`src/rtl/dm_pkg.sv`:
```
package dm_pkg;
  localparam int unsigned LANE_W  = 8;
  localparam int unsigned N_LANES = 2;
  localparam int unsigned DATA_W  = LANE_W * N_LANES;
  localparam int unsigned BEAT_W  = 3;
  localparam int unsigned RD_LAT  = 2;

  typedef logic [LANE_W-1:0] lane_t;
  typedef logic [N_LANES-1:0] lane_mask_t;
endpackage

```
`src/rtl/dm_wr_lane.sv`:
```
module dm_wr_lane #(
  parameter int unsigned LANE_W = 8
) (
  input  logic              clk_i,
  input  logic              rst_ni,
  input  logic              wr_beat_i,
  input  logic              mask_i,
  input  logic [LANE_W-1:0] wdata_i,
  output logic [LANE_W-1:0] wdata_o,
  output logic              wen_o
);
  // zero-latency mask: blocked in the same cycle it is sampled
  assign wen_o   = wr_beat_i & ~mask_i;
  assign wdata_o = wdata_i;

  AST_WR_MASK_BLOCKS: assert property (@(posedge clk_i) disable iff (!rst_ni)
    mask_i |-> !wen_o);
  AST_WR_PASS_DATA: assert property (@(posedge clk_i) disable iff (!rst_ni)
    wdata_o == wdata_i);
endmodule

```
`src/rtl/dm_rd_lane.sv`:
```
module dm_rd_lane #(
  parameter int unsigned LANE_W = 8,
  parameter int unsigned RD_LAT = 2
) (
  input  logic              clk_i,
  input  logic              rst_ni,
  input  logic              rd_beat_i,
  input  logic              mask_i,
  input  logic [LANE_W-1:0] rdata_i,
  output logic [LANE_W-1:0] rdata_o,
  output logic              oe_o
);
  logic              vld_q  [RD_LAT];
  logic              mask_q [RD_LAT];
  logic [LANE_W-1:0] data_q [RD_LAT];

  // one mask stage per beat, so back-to-back masks stay separate
  always_ff @(posedge clk_i or negedge rst_ni) begin
    if (!rst_ni) begin
      for (int s = 0; s < RD_LAT; s++) begin
        vld_q[s]  <= 1'b0;
        mask_q[s] <= 1'b0;
        data_q[s] <= '0;
      end
    end else begin
      vld_q[0]  <= rd_beat_i;
      mask_q[0] <= mask_i;
      data_q[0] <= rdata_i;
      for (int s = 1; s < RD_LAT; s++) begin
        vld_q[s]  <= vld_q[s-1];
        mask_q[s] <= mask_q[s-1];
        data_q[s] <= data_q[s-1];
      end
    end
  end

  assign oe_o    = vld_q[RD_LAT-1] & ~mask_q[RD_LAT-1];
  assign rdata_o = data_q[RD_LAT-1];

  if (RD_LAT == 2) begin : g_ast
    AST_RD_MASK_OFF: assert property (@(posedge clk_i) disable iff (!rst_ni)
      (rd_beat_i && mask_i) |=> ##1 !oe_o);
    AST_RD_UNMASK_ON: assert property (@(posedge clk_i) disable iff (!rst_ni)
      (rd_beat_i && !mask_i) |=> ##1 oe_o);
    AST_OE_IDLE_LOW: assert property (@(posedge clk_i) disable iff (!rst_ni)
      !rd_beat_i |=> ##1 !oe_o);
    AST_RD_POLARITY: assert property (@(posedge clk_i) disable iff (!rst_ni)
      1'b1 |=> ##1 rdata_o == $past(rdata_i, 2));
  end
endmodule

```
`src/rtl/dm_beat_ctr.sv`:
```
module dm_beat_ctr #(
  parameter int unsigned BEAT_W = 3
) (
  input  logic              clk_i,
  input  logic              rst_ni,
  input  logic              burst_i,
  output logic [BEAT_W-1:0] beat_o
);
  logic [BEAT_W-1:0] beat_q;

  // advances on every burst cycle; masks are deliberately not an input
  always_ff @(posedge clk_i or negedge rst_ni) begin
    if (!rst_ni)      beat_q <= '0;
    else if (burst_i) beat_q <= beat_q + 1'b1;
    else              beat_q <= '0;
  end

  assign beat_o = beat_q;

  AST_BEAT_STEP: assert property (@(posedge clk_i) disable iff (!rst_ni)
    burst_i |=> beat_o == BEAT_W'($past(beat_o) + 1'b1));
  AST_BEAT_CLEAR: assert property (@(posedge clk_i) disable iff (!rst_ni)
    !burst_i |=> beat_o == '0);
endmodule

```
`src/rtl/dm_lane_mask.sv`:
```
module dm_lane_mask
  import dm_pkg::*;
(
  input  logic                clk_i,
  input  logic                rst_ni,
  input  logic                burst_i,
  input  logic                write_i,
  input  logic [N_LANES-1:0]  mask_i,
  input  logic [DATA_W-1:0]   wdata_i,
  input  logic [DATA_W-1:0]   rdata_i,
  output logic [DATA_W-1:0]   wdata_o,
  output logic [N_LANES-1:0]  wen_o,
  output logic [DATA_W-1:0]   rdata_o,
  output logic [N_LANES-1:0]  oe_o,
  output logic [BEAT_W-1:0]   beat_o
);
  logic wr_beat, rd_beat;

  assign wr_beat = burst_i & write_i;
  assign rd_beat = burst_i & ~write_i;

  for (genvar l = 0; l < N_LANES; l++) begin : g_lane
    dm_wr_lane #(.LANE_W(LANE_W)) i_wr (
      .clk_i    (clk_i),
      .rst_ni   (rst_ni),
      .wr_beat_i(wr_beat),
      .mask_i   (mask_i[l]),
      .wdata_i  (wdata_i[l*LANE_W +: LANE_W]),
      .wdata_o  (wdata_o[l*LANE_W +: LANE_W]),
      .wen_o    (wen_o[l])
    );

    dm_rd_lane #(.LANE_W(LANE_W), .RD_LAT(RD_LAT)) i_rd (
      .clk_i    (clk_i),
      .rst_ni   (rst_ni),
      .rd_beat_i(rd_beat),
      .mask_i   (mask_i[l]),
      .rdata_i  (rdata_i[l*LANE_W +: LANE_W]),
      .rdata_o  (rdata_o[l*LANE_W +: LANE_W]),
      .oe_o     (oe_o[l])
    );
  end

  dm_beat_ctr #(.BEAT_W(BEAT_W)) i_beat (
    .clk_i  (clk_i),
    .rst_ni (rst_ni),
    .burst_i(burst_i),
    .beat_o (beat_o)
  );

  AST_WR_RD_EXCL: assert property (@(posedge clk_i) disable iff (!rst_ni)
    write_i |-> wen_o == (burst_i ? ~mask_i : '0));
  AST_RESET_QUIET: assert property (@(posedge clk_i)
    !rst_ni |-> (oe_o == '0 && beat_o == '0));
endmodule

```
`config.mk`:
```
export PLATFORM = sky130hd
export DESIGN_NAME = dm_lane_mask
export DESIGN_NICKNAME = d
export VERILOG_FILES = /design/src/rtl/dm_pkg.sv /design/src/rtl/dm_wr_lane.sv /design/src/rtl/dm_rd_lane.sv /design/src/rtl/dm_beat_ctr.sv /design/src/rtl/dm_lane_mask.sv
export SDC_FILE = /design/constraint.sdc
export NUM_CORES = 1
export LEC_CHECK = 0
export BUFFER_PORTS_ARGS = -buffer_cell sky130_fd_sc_hd__buf_2
export CAP_MARGIN = 20
export CORE_AREA = 2 2 61 63
export CTS_CLUSTER_DIAMETER = 100
export DETAILED_ROUTE_END_ITERATION = 8
export DIE_AREA = 0 0 63 65
export GPL_ROUTABILITY_DRIVEN = 0
export PLACE_DENSITY = 0.81
export SLEW_MARGIN = 0
export SYNTH_ARGS = -nofsm -noshare
export SYNTH_HDL_FRONTEND = slang
export SYNTH_SLANG_ARGS = --single-unit
```
`constraint.sdc`:
```
create_clock -name clk_i -period 1.4 [get_ports clk_i]
set_clock_uncertainty 0.05 [all_clocks]
set_input_delay 0.07 -clock clk_i [delete_from_list [all_inputs] [get_ports clk_i]]
set_output_delay 0.07 -clock clk_i [all_outputs]
set_load 0.01 [all_outputs]
```
# Word level (Yosys, flattened, before mapping)

Cells that the tools add are included.

RAM bits: 0
Output and inout port bits: 39
Latch bits: 0
Word-level logic and storage cells: 24
Memory bits (read-only): 0
Bits of input ports: 38
Memories: 0
Bits in registers: 41

Eq/ne operators: 0
Divide/modulo/power cells: 0
Muxes and demuxes: 1
Bitwise logic cells: 11
$add $sub $neg: 1
Shift operators: 0
$mul: 0
$lt $le $gt $ge: 0
Reductions and logical operators: 0

Operator list:

| kind                | number |
|---|---|
| $and 1x1->1         | 6 |
| $not 1->1           | 5 |
| $add 3x1->3 const B | 1 |
| $mux 3              | 1 |

# Depth between registers and ports, before layout

Gate-level depths: netlist (run 1).

Word-level depth: 2
Depth in mapped cells: 3
Depth with buffers taken out: 3

# Cells and area by module

From an unflattened synthesis (run 1), not the netlist that was laid out.

Cell total of the unflattened synthesis: 86
Area, all modules: 1427.6 um^2

Modules (own cells, without submodules):

| module       | seq. area each (um^2) | cells an instance | area an instance (um^2) | times used |
|---|---|---|---|---|
| dm_rd_lane   | 500.5                 | 29                | 574.3                   | 2 |
| dm_wr_lane   | 0.0                   | 9                 | 73.8                    | 2 |
| dm_beat_ctr  | 75.1                  | 8                 | 115.1                   | 1 |
| dm_lane_mask | 0.0                   | 2                 | 16.3                    | 1 |

# Worst setup path before layout (run 1)

No wires, ideal clock.

Path kind: register to register
Start: register i_beat.beat_q[0], in the netlist i_beat.beat_o[0]
End: register i_beat.beat_q[2], in the netlist i_beat.beat_o[2]
Buffers on the path: 0
Path slack: 342 ps
Clock period less this slack: 1058 ps
Library setup time: 119 ps
Required time: 1231 ps
Data arrival time: 889 ps
Cell stages (with the launch flop): 4
Path through: dfrtp_1 ha_1 xor2_1 and2_1

Cells in the longest elaborated chain, start to end: 2

Ends and longest elaborated chain:

| what                   | RTL line          | RTL |
|---|---|---|
| from (decl)            | dm_beat_ctr.sv:9  | `logic [BEAT_W-1:0] beat_q;` |
| from (signal assigned) | dm_beat_ctr.sv:14 | `else if (burst_i) beat_q <= beat_q + 1'b1;` |
| $add 3x1->3            | dm_beat_ctr.sv:14 |  |
| $mux 3                 | dm_beat_ctr.sv:14 |  |

No other way between the ends.

# Worst setup path in the final report (run 1)

Start: input burst_i
End: register g_lane[1].i_rd.vld_q[1] in the netlist's numbering

Cells in the longest elaborated chain, start to end: 1

Ends and longest elaborated chain:

| what                               | RTL line           | RTL |
|---|---|---|
| from (decl)                        | dm_lane_mask.sv:6  | `input logic burst_i,` |
| $and 1x1->1                        | dm_lane_mask.sv:20 | `assign rd_beat = burst_i & ~write_i;` |
| named net g_lane[0].i_rd.rd_beat_i | dm_rd_lane.sv:7    | `input logic rd_beat_i,` |
| to (signal, indexed assignment)    | dm_rd_lane.sv:30   | `vld_q[s] <= vld_q[s-1];` |
| to (decl)                          | dm_rd_lane.sv:13   | `logic vld_q [RD_LAT];` |

The timed path passes the listed nets, and every way through them passes these cells.

==> impl_metrics.py, run 1 <==
metrics = {
    "route": {
        "drt-total-wl_um": 2050,
        "avgViaCountPerCell": 3.92,
        "drtIter0Drc": 12,
        "antenna_left": 0,
        "vias": 686,
        "drc_errors": 0,
        "dr.pass1.iters": 3,
        "wire_per_inst_um": 11.7,
    },
    "clock_tree": {
        "clk-insertion-delay-late_ns": 0.34,
        "root_buffer": "clkbuf_4",
        "max-clock-path-buffers": 2,
        "cts_setup_buffers": 0,
        "tritoncts": "yes",
        "cts_max_level": 2,
        "cts_sinks": 41,
        "clk_pin_slew_ns": 0.10,
        "numCtsBuffers": 5,
    },
    "placement": {
        "dp_slack_ns": 0.338,
        "io_buffer_count": 44,
        "postPlaceCellArea_um2": 1400,
        "place_hpwl_um": 1240,
    },
    "layout": {
        "stdcell_area_um2": 1700,
        "antenna_cells": 0,
        "multiInputGateArea_um2": 70.1,
        "mostFrequentLayoutCell": "buf_2",
        "final_cell_mix": "44 x buf_2, 41 x dfrtp_1, 22 x dlygate4sd3_1, 5 x clkbuf_4, 4 x nor2b_1",
        "area_growth_pct": 24.5,
        "seqCellArea_um2": 1030,
        "nets": 165,
        "drive_gt1_frac": 0.409,
        "nFillCells": 310,
    },
    "sta": {
        "rsz0062_at_grt": "no",
        "slew_viol_final": 0,
        "slew_headroom": 0.862,
        "finalHoldViolCount": 0,
        "fmax_mhz": 804,
        "fin_hold_ws_ns": 0.0900,
        "setup_violations": 0,
        "fin_tns_setup_ns": 0,
        "fin_crit_sh": 0.888,
        "finalWorstSetupSlack_ns": 0.157,
        "fin_crit_ns": 1.24,
        "tightest_slew_ns": 0.208,
    },
    "global_route": {
        "overflow": 0,
        "grt_pass1_wl_um": 3400,
        "grt_usage": 0.114,
        "grt_pass1_vias": 776,
        "antenna_found_initial": 0,
        "grt_max_degree": 42,
    },
    "critical_path": {
        "path_delay_family": "buffers and inverters",
        "cp.arrival_ns": 1.42,
        "start_kind": "primary input",
        "crit_type": "in2reg",
        "path_cells": "dlygate4sd3_1 > buf_2 > nor2b_1 > dlygate4sd3_1",
        "crit_path_frequent_cell": "dlygate4sd3_1",
        "path_buf_inv": 3,
        "end_kind": "register",
        "worst-path-max-fanout": 5,
        "crit_slowest_cell": "dlygate4sd3_1",
        "max_stage_delay_ns": 0.55,
        "cp_data_required_time_ns": 1.57,
    },
    "die": {
        "dieArea_um2": 4100,
        "core-area_um2": 3500,
        "placementRows": 22,
        "initial_core_util": 0.391,
        "io_pins": 77,
        "die_w_um": 63,
        "dieHeight_um": 65,
    },
    "yosys": {
        "synth_compound_area_frac": 0,
        "yosysSeqAreaShare": 0.751,
        "syn_inst": 88,
        "ys_types": 8,
        "synth_top_family_by_area": "buffers and inverters",
        "synth.area.mux_share": 0,
        "yosys_warnings": 0,
        "avgSynthCellArea_um2": 15.5,
        "yosys.area_share.simple": 0.0357,
        "yosys.area_share.xor_xnor": 0.00641,
        "yosys_register_bits": 41,
        "syn_nets": 127,
        "synth_fa_ha_area_frac": 0.00916,
        "synth_area_um2": 1370,
    },
    "pwr": {
        "leakagePower_nw": 0.853,
        "power_density_nw_per_um2": 1300,
        "vdd_ir_drop_max_uv": 744,
        "p_total_mw": 2.22,
    },
    "min_path": {
        "min_path_type": "in2out",
    },
    "flow_run": {
        "cap_violations": 0,
    },
    "status": {
        "outcome": "finished, final reports clean",
    },
}
per-layer routing:
| layer | up-vias | GRT usage | wire length (µm) |
|---|---|---|---|
| met4 | 0 | 0.0806 | 69 |
| met1 | 325 | 0.109 | 691 |
| met3 | 12 | 0.0503 | 184 |
| met5 | - | 0 | 0 |
| li1 | 308 | - | - |
| met2 | 41 | 0.195 | 1100 |
cell families (layout without fill, tap and decap cells):
group | Yosys count | in the layout
buffers and inverters | 36 | 75
adder cells (fa/ha/maj) | 1 | 1
flip-flops | 41 | 41
AND/OR/NAND/NOR | 9 | 9
XOR/XNOR | 1 | 1
repair_timing:
action                    in CTS  in global routing
hold endpoints to repair      63                  0
hold buffers                  22                  0
resized for setup              0                  0
cell usage after synthesis:
cell	number	share of area
dfrtp_1	41	0.75
buf_4	36	0.20
nor2b_1	4	0.018
and2_1	2	0.0092
nor2_1	2	0.0055
ha_1	1	0.0092
nand2_1	1	0.0027
xor2_1	1	0.0064
state kept, by name, summed over array words and instances, names as in the netlist:
name,flops
g_lane.i_rd.vld_q,2
g_lane.i_rd.mask_q,4
g_lane.i_rd.data_q,16
i_beat.beat_o,3
g_lane.i_rd.rdata_o,16
through the flow:
stage | util | cells
floorplan | - | 88
global placement | 0.399 | 145
detailed placement | 0.399 | 145
CTS | 0.487 | 175
global route | 0.487 | 175
finish | 0.487 | 175
where the power goes:
group | switching, mW | internal (mW)
Clock | 0.350 | 0.427
Combinational | 0.0774 | 0.0978
Sequential | 0.0182 | 1.24
Total | 0.446 | 1.77
path summary, 6_finish.rpt:
kind                       slack (ns)  depth (start not counted)                      start                         to
setup reg to reg                 0.31                          3           i_beat.beat_o[0]           i_beat.beat_o[2]
setup / recovery                 0.16                          4                    burst_i    g_lane[1].i_rd.vld_q[1]
min in group asynchronous        0.19                          3                     rst_ni           i_beat.beat_o[0]
hold reg to reg                  0.31                          0  g_lane[1].i_rd.data_q[13]  g_lane[1].i_rd.rdata_o[5]
hold / removal                   0.09                          0                 wdata_i[0]                 wdata_o[0]
max in group asynchronous        0.91                          3                     rst_ni   g_lane[1].i_rd.mask_q[1]
final cells by class:
class                           count  area share
Clock buffer                        7      0.0324
Clock inverter                      1      0.0176
Multi-Input combinational cell     11      0.0412
Sequential cell                    41       0.603
Tap cell                           48      0.0353
Timing Repair Buffer               67       0.271
(Power assumes the default switching activity.)
==> run 2: changes to the inputs <==
--- a/config.mk
+++ b/config.mk
@@ -13,6 +13,7 @@
 export DIE_AREA = 0 0 63 65
 export GPL_ROUTABILITY_DRIVEN = 0
 export PLACE_DENSITY = 0.81
+export RECOVER_POWER = 100
 export SLEW_MARGIN = 0
 export SYNTH_ARGS = -nofsm -noshare
 export SYNTH_HDL_FRONTEND = slang
==> run 2 against run 1 <==
Via count did not move. Sequential cell count did not move. Core utilization is 0.97 points lower. Wire length rose by 0.83%. Critical path depth unchanged. Maximum frequency fell by 0.52%. Die area did not move. First-iteration DRC count rose by 8.3%. Final cell count stayed put. Clock-buffer cell count is the same. Critical endpoint unchanged. Largest cell class unchanged. Highest routed layer unchanged.
==> impl_metrics.py, run 2 (same netlist as run 1, synthesis figures left out) <==
metrics = {
    "clock_tree": {
        "cts_max_level": 2,
        "cts_sinks": 41,
        "max-clock-path-buffers": 2,
        "tritoncts": "yes",
        "clk_pin_slew_ns": 0.10,
        "cts_setup_buffers": 0,
        "root_buffer": "clkbuf_4",
        "clk-insertion-delay-late_ns": 0.34,
        "numCtsBuffers": 5,
    },
    "critical_path": {
        "crit_type": "in2reg",
        "timing.rr.end": "i_beat.beat_o[2]",
        "start_kind": "primary input",
        "worst-path-max-fanout": 5,
        "cp_data_required_time_ns": 1.57,
        "r2r_start": "i_beat.beat_o[0]",
        "reg2reg_depth": 3,
        "end_kind": "register",
        "cp.arrival_ns": 1.42,
        "rrSetupSlack_ns": 0.30,
    },
    "global_route": {
        "overflow": 0,
        "grt_usage": 0.114,
        "grt_max_degree": 42,
        "antenna_found_initial": 0,
        "grt_pass1_wl_um": 3400,
        "use_met2": 0.195,
        "grt_pass1_vias": 776,
        "grt_busiest_layer": "met2",
        "use_met3": 0.0503,
        "met1_usage": 0.109,
    },
    "layout": {
        "antenna_cells": 0,
        "area_growth_pct": 22.1,
        "nFillCells": 327,
        "drive_gt1_frac": 0.197,
        "final_cell_mix": "41 x dfrtp_1, 28 x clkbuf_1, 22 x dlygate4sd3_1, 17 x buf_2, 5 x clkbuf_4",
        "layout.cells.non_filler": 175,
        "mostFrequentLayoutCell": "dfrtp_1",
        "multiInputGateArea_um2": 70.1,
        "seqCellArea_um2": 1030,
        "nets": 165,
    },
    "sta": {
        "slew_headroom": 0.862,
        "rsz0062_at_grt": "no",
        "fin_hold_ws_ns": 0.0900,
        "finalHoldViolCount": 0,
        "slew_viol_final": 0,
        "tightest_slew_ns": 0.207,
        "setup_violations": 0,
        "fin_crit_sh": 0.893,
        "fmax_mhz": 800,
        "fin_tns_setup_ns": 0,
        "fin_crit_ns": 1.25,
    },
    "route": {
        "drc_errors": 0,
        "vias": 686,
        "dr.pass1.iters": 3,
        "drtIter0Drc": 13,
        "avgViaCountPerCell": 3.92,
        "wire_per_inst_um": 11.8,
        "antenna_left": 0,
        "drt-total-wl_um": 2070,
    },
    "placement": {
        "place_hpwl_um": 1240,
        "placedCellCount": 145,
        "io_buffer_count": 44,
    },
    "status": {
        "outcome": "finished, final reports clean",
    },
    "die": {
        "dieArea_um2": 4100,
        "dieHeight_um": 65,
        "initial_core_util": 0.391,
        "core-area_um2": 3500,
        "io_pins": 77,
        "placementRows": 22,
        "die_w_um": 63,
    },
    "min_path": {
        "hold_depth": 0,
        "whs_endpoint": "wdata_o[0]",
        "min_path_type": "in2out",
        "worstHoldStart": "wdata_i[0]",
    },
    "pwr": {
        "leakagePower_nw": 0.770,
        "vdd_ir_drop_max_uv": 724,
        "power_density_nw_per_um2": 1320,
    },
    "flow_run": {
        "cap_violations": 0,
    },
}
## run 2: changes by cell type in the layout (fill, tap and decap cells not counted), sizes merged
cell / previous run / this run
clkbuf: 7 / 34
buf: 45 / 18
## run 2: area by class of cell
type / instances / share of cell area
Clock inverter: 1 / 0.0180
Tap cell: 48 / 0.0360
Timing Repair Buffer: 67 / 0.256
Multi-Input combinational cell: 11 / 0.0420
Sequential cell: 41 / 0.615
Clock buffer: 7 / 0.0330
## run 2: critical path: stages
cell and delay (ns):
dlygate4sd3_1 0.53, clkbuf_1 0.13, nor2b_1 0.14, dlygate4sd3_1 0.55
## run 2: where the power goes
group | total (mW) | leakage [nW] | switching, mW | internal, mW
sequential | 1.26 | 0.485 | 0.0193 | 1.24
clock | 0.775 | 0.0455 | 0.349 | 0.427
combinational | 0.164 | 0.240 | 0.0778 | 0.0861
total | 2.20 | 0.770 | 0.446 | 1.76
## run 2: metal layers
layer	vias to the layer above	wire length, µm	part of all wire
li1	306	-	-
met1	327	685	0.33
met2	41	1120	0.54
met3	12	193	0.093
met4	0	69	0.033
met5	-	0	0
## run 2: metrics by stage
stage	cell area [µm²]	utilization	setup slack, ns	power [mW]
final	1670	0.477	0.150	2.20
after global routing	1670	0.477	0.110	2.33
after CTS	1700	0.487	0.169	2.24
after detailed placement	1400	0.399	0.338	1.42
after global placement	1400	0.399	0.385	1.41
after floorplan	1370	-	0.342	1.40
## run 2: how the worst max path moves through the flow
stage,start,endpoint,slack (ns),depth (start not counted)
6_report,burst_i,g_lane[1].i_rd.vld_q[1],0.15,4
5_1_grt,burst_i,wen_o[0],0.11,5
4_1_cts,burst_i,g_lane[1].i_rd.vld_q[1],0.17,4
3_5_place_dp,i_beat.beat_o[0],i_beat.beat_o[2],0.34,3
3_3_place_gp,i_beat.beat_o[0],i_beat.beat_o[2],0.39,3
2_1_floorplan,i_beat.beat_o[0],i_beat.beat_o[2],0.34,3
## run 2: what timing repair did
action / 4_1_cts / 5_1_grt
hold buffers: 22 / 0
gates resized for setup: 0 / 0
setup endpoints to repair: 0 / 0
hold endpoints to repair: 63 / 0
